--- src/rtl/pwrdn_pkg.sv ---
`timescale 1ns/1ps
package pwrdn_pkg;

   localparam int NUM_DOMAINS = 3;
   localparam int DOM_CPU     = 0;
   localparam int DOM_PER     = 1;
   localparam int DOM_PLL     = 2;
   localparam int LVL_W       = 2;
   localparam int MODE_W      = 2;

   typedef enum logic [2:0] {
      ST_RUN    = 3'd0,
      ST_NAP    = 3'd1,
      ST_DOZE   = 3'd2,
      ST_SLEEP  = 3'd3,
      ST_RELOCK = 3'd4
   } pd_state_t;

   // number of domains, counted from the core upward, whose clock is held off
   function automatic logic [1:0] gate_depth(pd_state_t s);
      case (s)
         ST_NAP:    gate_depth = 2'd1;
         ST_DOZE:   gate_depth = 2'd2;
         ST_SLEEP:  gate_depth = 2'd3;
         ST_RELOCK: gate_depth = 2'd2;
         default:   gate_depth = 2'd0;
      endcase
   endfunction

   // depth reported outward; the lock wait still counts as the deepest mode
   function automatic logic [MODE_W-1:0] mode_code(pd_state_t s);
      case (s)
         ST_NAP:    mode_code = 2'd1;
         ST_DOZE:   mode_code = 2'd2;
         ST_SLEEP,
         ST_RELOCK: mode_code = 2'd3;
         default:   mode_code = 2'd0;
      endcase
   endfunction

endpackage

--- src/rtl/pwrdn_lvl_dec.sv ---
`timescale 1ns/1ps
module pwrdn_lvl_dec
   import pwrdn_pkg::*;
#(
   parameter int CODE_W = LVL_W
) (
   input  logic              req,
   input  logic [CODE_W-1:0] lvl,
   output logic              take,
   output pd_state_t         tgt
);

   generate
      if (CODE_W != 2) begin : g_bad_width
         $error("pwrdn_lvl_dec: depth code must be 2 bits wide");
      end
   endgenerate

   always_comb begin
      take = 1'b0;
      tgt  = ST_RUN;
      if (req) begin
         case (lvl)
            2'b01: begin take = 1'b1; tgt = ST_NAP;   end
            2'b10: begin take = 1'b1; tgt = ST_DOZE;  end
            2'b11: begin take = 1'b1; tgt = ST_SLEEP; end
            default: begin take = 1'b0; tgt = ST_RUN; end
         endcase
      end
   end

endmodule

--- src/rtl/pwrdn_lock_qual.sv ---
`timescale 1ns/1ps
module pwrdn_lock_qual #(
   parameter int LOCK_CYCLES = 4
) (
   input  logic clk,
   input  logic rst_n,
   input  logic arm,
   input  logic lock,
   output logic done
);

   localparam int CW = (LOCK_CYCLES > 1) ? $clog2(LOCK_CYCLES) : 1;

   generate
      if (LOCK_CYCLES < 1) begin : g_bad_count
         $error("pwrdn_lock_qual: LOCK_CYCLES must be at least 1");
      end

      if (LOCK_CYCLES == 1) begin : g_direct
         assign done = arm & lock;
      end else begin : g_count
         logic [CW-1:0] run_cnt;
         logic          at_end;

         assign at_end = (run_cnt == CW'(LOCK_CYCLES - 1));
         assign done   = arm & lock & at_end;

         always_ff @(posedge clk or negedge rst_n) begin
            if (!rst_n)
               run_cnt <= '0;
            else if (!arm || !lock || at_end)
               run_cnt <= '0;
            else
               run_cnt <= run_cnt + CW'(1);
         end
      end
   endgenerate

endmodule

--- src/rtl/pwrdn_dom_map.sv ---
`timescale 1ns/1ps
module pwrdn_dom_map
   import pwrdn_pkg::*;
#(
   parameter int NDOM = NUM_DOMAINS
) (
   input  pd_state_t          st,
   output logic [NDOM-1:0]    dom_on,
   output logic [MODE_W-1:0]  mode
);

   logic [1:0] depth;

   generate
      if (NDOM < 1 || NDOM > 3) begin : g_bad_ndom
         $error("pwrdn_dom_map: between 1 and 3 domains supported");
      end
   endgenerate

   assign depth = gate_depth(st);
   assign mode  = mode_code(st);

   generate
      for (genvar d = 0; d < NDOM; d++) begin : g_dom
         assign dom_on[d] = (int'(depth) <= d);
      end
   endgenerate

endmodule

--- src/rtl/pwrdn_ctrl.sv ---
`timescale 1ns/1ps
module pwrdn_ctrl
   import pwrdn_pkg::*;
#(
   parameter int LOCK_CYCLES = 4
) (
   input  logic              clk,
   input  logic              rst_n,
   input  logic              idle_req,
   input  logic [LVL_W-1:0]  idle_lvl,
   input  logic              wake,
   input  logic              pll_lock,
   output logic              cpu_clk_en,
   output logic              per_clk_en,
   output logic              pll_stop_req,
   output logic [MODE_W-1:0] pd_mode
);

   pd_state_t            st_q;
   pd_state_t            st_d;
   pd_state_t            req_tgt;
   logic                 req_take;
   logic                 lock_arm;
   logic                 lock_done;
   logic [NUM_DOMAINS-1:0] dom_on;

   pwrdn_lvl_dec #(.CODE_W(LVL_W)) u_dec (
      .req  (idle_req),
      .lvl  (idle_lvl),
      .take (req_take),
      .tgt  (req_tgt)
   );

   assign lock_arm = (st_q == ST_RELOCK);

   pwrdn_lock_qual #(.LOCK_CYCLES(LOCK_CYCLES)) u_lock (
      .clk   (clk),
      .rst_n (rst_n),
      .arm   (lock_arm),
      .lock  (pll_lock),
      .done  (lock_done)
   );

   always_comb begin
      st_d = st_q;
      case (st_q)
         ST_RUN:           if (req_take)  st_d = req_tgt;
         ST_NAP, ST_DOZE:  if (wake)      st_d = ST_RUN;
         ST_SLEEP:         if (wake)      st_d = ST_RELOCK;
         ST_RELOCK:        if (lock_done) st_d = ST_RUN;
         default:                         st_d = ST_RUN;
      endcase
   end

   always_ff @(posedge clk or negedge rst_n) begin
      if (!rst_n) st_q <= ST_RUN;
      else        st_q <= st_d;
   end

   pwrdn_dom_map #(.NDOM(NUM_DOMAINS)) u_map (
      .st     (st_q),
      .dom_on (dom_on),
      .mode   (pd_mode)
   );

   assign cpu_clk_en   = dom_on[DOM_CPU];
   assign per_clk_en   = dom_on[DOM_PER];
   assign pll_stop_req = ~dom_on[DOM_PLL];

endmodule

--- config.mk ---
export PLATFORM = sky130hd
export DESIGN_NAME = pwrdn_ctrl
export DESIGN_NICKNAME = d
export VERILOG_FILES = /design/src/rtl/pwrdn_pkg.sv /design/src/rtl/pwrdn_lvl_dec.sv /design/src/rtl/pwrdn_lock_qual.sv /design/src/rtl/pwrdn_dom_map.sv /design/src/rtl/pwrdn_ctrl.sv
export SDC_FILE = /design/constraint.sdc
export NUM_CORES = 1
export LEC_CHECK = 0
export CAP_MARGIN = 20
export CORE_AREA = 10 10 47 49
export DETAILED_ROUTE_END_ITERATION = 10
export DIE_AREA = 0 0 57 59
export MAX_ROUTING_LAYER = met4
export SYNTH_ARGS = -nofsm -noshare
export SYNTH_HDL_FRONTEND = slang
export SYNTH_SLANG_ARGS = --single-unit
--- constraint.sdc ---
create_clock -name clk -period 1.4 [get_ports clk]
set_clock_uncertainty 0.05 [all_clocks]
set_input_delay 0.28 -clock clk [delete_from_list [all_inputs] [get_ports clk]]
set_output_delay 0.28 -clock clk [all_outputs]
set_load 0.05 [all_outputs]
==> metrics.txt <==
status finished with violations; failing checks setup timing; initial DRC count 10; final setup vio count 5; top cells by area, synth dfrtp_1, nand4bb_1, nor3b_4; crit-path max FO 5; post-DR vias/cell between 4 and 5; Crit-path slowest cell dfrtp_2; first-pass GRT wire length between 1000 and 1500 µm; Hold Vio Cnt, Final 0; clock sink total 5; Total GRT Usage under 10%; Syn Std Cell Area 285 µm²; Seq cells post-synth 5; largest stage delay on the critical path 0.43 ns; Adder-Cell Fraction of Synth Area around 4.4%; NetSw a little under 0.5 mW; pre-CTS setup slack 0.0818 ns; vias in the first global route between 200 and 300; cell area after layout between 500 and 600 µm²; Simple-Gate Fraction of Synth Area about 33%; fraction of synthesized area in multiplexers 0%; count of cell types in the netlist 15; Die Y about 59 µm; Hold WC Path Type in2async; layout cell share with drive strength beyond 1 between 40% and 50%; Yosys top cell by area dfrtp_1; post-synthesis compound-gate area fraction between 10 and 15%; Post-CTS Hold Fix Bufs 0; Post-Synth XOR/XNOR Area 3.07%; hold slack ~0.21 ns; Synth top area share a little over two fifths; Pwr Total 1.16 mW; Clock Tree Buf Depth 2; Worst setup SP type register; Max transition margin a little over four fifths; initial antenna violation count 0; area grow syn2layout 83.3%; RSZ-0062 raised after global routing true; count leader, synth dfrtp_1; DR pass1 iterations 2; CP Buf/Inv Count 1; power share of the clock group approximately 14%; vias 255; Final Wtd Congestion about 0.64; YS warnings 0; Diodes inserted 0; Synthesized Nets 32; CTS tree built; commonest register cell after synthesis dfrtp_1; Cell Pwr Density ~2200 nW/µm²; switching portion of total power between 40% and 50%; Setup TNS -0.524 ns; largest delay contributor family on the critical path flip-flops; Synth async-reset ratio 100%; Layout fillers ~140; antenna-violating nets left 0; P_int 0.669 mW; Setup WS post-layout -0.162 ns; Seq pwr share a little under a fifth; nets@finish 51; Core Rows 14; Max Slew Vio Count 0; Slew @ Worst Pin about 0.22 ns; VDD IR max 816 µV; Worst Path Required around 1.1 ns; cells after synthesis 24; Top Ports 12; Area after DPL roughly 480 µm²; Starting Density around a fifth; Critical Path Sink Type output pin; Crit Path Category reg2out; Logic pwr share 66.8%; Seq/Total Area, Yosys 43.9%; number of flops mapped to enable cells by yosys 0; H-tree lvl count 1; cell-by-cell trace of the critical path nor3b_4, a21o_2, buf_12; worst skew pair latency 0.24 ns; LEAKAGE around 0.24 nW; clock-pin transition on the worst setup and hold timing paths around 0.04 ns; period utilization 112%; largest net degree at the start of global routing 6; Max Freq about 640 MHz; reg-to-reg slack, setup ~0.24 ns; WL per Instance roughly 11 µm; core area 1400 µm²; syn avg cell area 11.9 µm²; synth cell count leaders dfrtp_1, a21oi_1, a21o_2, nand2b_1, nand4bb_1; die width around 57 µm; Die Area between 3000 and 4000 µm²; CTS Root Cell clkbuf_4; drt total wl 661 µm; DRC 0; CTS Buf Count 3; count of input and output buffers 11; largest family of logic cells by synthesized area simple AND/OR/NAND/NOR gates; grt ovf 0; number of max-cap violations 0; Crit path arrival time between 1 and 1.5 ns; fin crit period between 1.5 and 2 ns
-- final timing paths --
path / cells past startpoint / to / from
max: 3 / pd_mode[0] / st_q[0]
min: 1 / u_lock.g_count.run_cnt[0] / rst_n
max reg2reg: 3 / u_lock.g_count.run_cnt[1] / st_q[0]
min reg2reg: 1 / st_q[0] / st_q[2]
max in group asynchronous: 1 / st_q[0] / rst_n
min in group clk: 1 / st_q[0] / st_q[2]
-- metal layers --
layer | track usage [%] | vias to the layer above | part of all wire (%)
met1 | 5.88 | 112 | 57
met2 | 4.96 | 14 | 33
met3 | 3.22 | 2 | 9.4
met4 | 2.01 | 0 | 0.61
li1 | - | 127 | -
met5 | - | - | 0
-- metrics by stage --
| step | cells | utilization, % |
|---|---|---|
| finish | 58 | 37.3 |
| global route | 58 | 37.3 |
| CTS | 58 | 37.3 |
| detailed placement | 53 | 34.2 |
| global placement | 53 | 34.2 |
| floorplan | 24 | - |
-- placed cells by master, fill, tap and decap left out --
cell type,Yosys,layout
and3b_2,1,1
buf_4,0,2
a22o_1,1,1
clkbuf_4,0,3
nand4bb_1,2,2
a21oi_1,3,2
a21oi_2,0,1
buf_12,0,4
dfrtp_2,0,2
and4b_1,1,1
clkdlybuf4s50_1,0,6
xnor2_2,0,1
clkbuf_1,0,1
inv_1,1,1
dfrtp_1,5,3
a21o_2,2,2
nor3b_4,1,1
nand2b_1,2,2
ha_1,1,1
and4bb_1,1,1
buf_6,0,2
nand2_1,1,1
nor2_1,1,1
-- worst register-to-register path: stages (launching register included) --
cell	delay, ns
dfrtp_2	0.43
nor3b_4	0.27
buf_4	0.17
and4b_1	0.18
-- kinds of logic after synthesis --
group / count (synthesis)
xor+xnor: 1
buf+inv: 1
simple gates: 10
fa+ha+maj: 1
flops: 5
compound gates: 6
-- state kept, by name (all words and copies together), names as in the netlist --
| register | count |
|---|---|
| st_q | 3 |
| u_lock.g_count.run_cnt | 2 |
-- repair_timing --
action                     4_1_cts  5_1_grt
gates resized for setup          4        0
buffers inserted                 1        0
pin swaps                        1        0
setup endpoints to repair        5        5
-- power groups by stage --
stage	clock network, mW	registers, mW	logic, mW
2_1_floorplan	0	0.217	0.408
3_3_place_gp	0	0.218	0.751
3_5_place_dp	0	0.219	0.749
4_1_cts	0.175	0.220	0.783
5_1_grt	0.184	0.227	0.806
6_report	0.164	0.221	0.773
-- layout make-up --
class / count / area [µm²] / share of cell area [%]
multi-input combinational: 18 / 168 / 32.1
tap: 16 / 20.0 / 3.83
inverter: 1 / 3.75 / 0.718
clock buffer: 4 / 26.3 / 5.02
sequential: 5 / 128 / 24.4
timing repair buffer: 14 / 178 / 34.0
(Power assumes the default switching activity.)
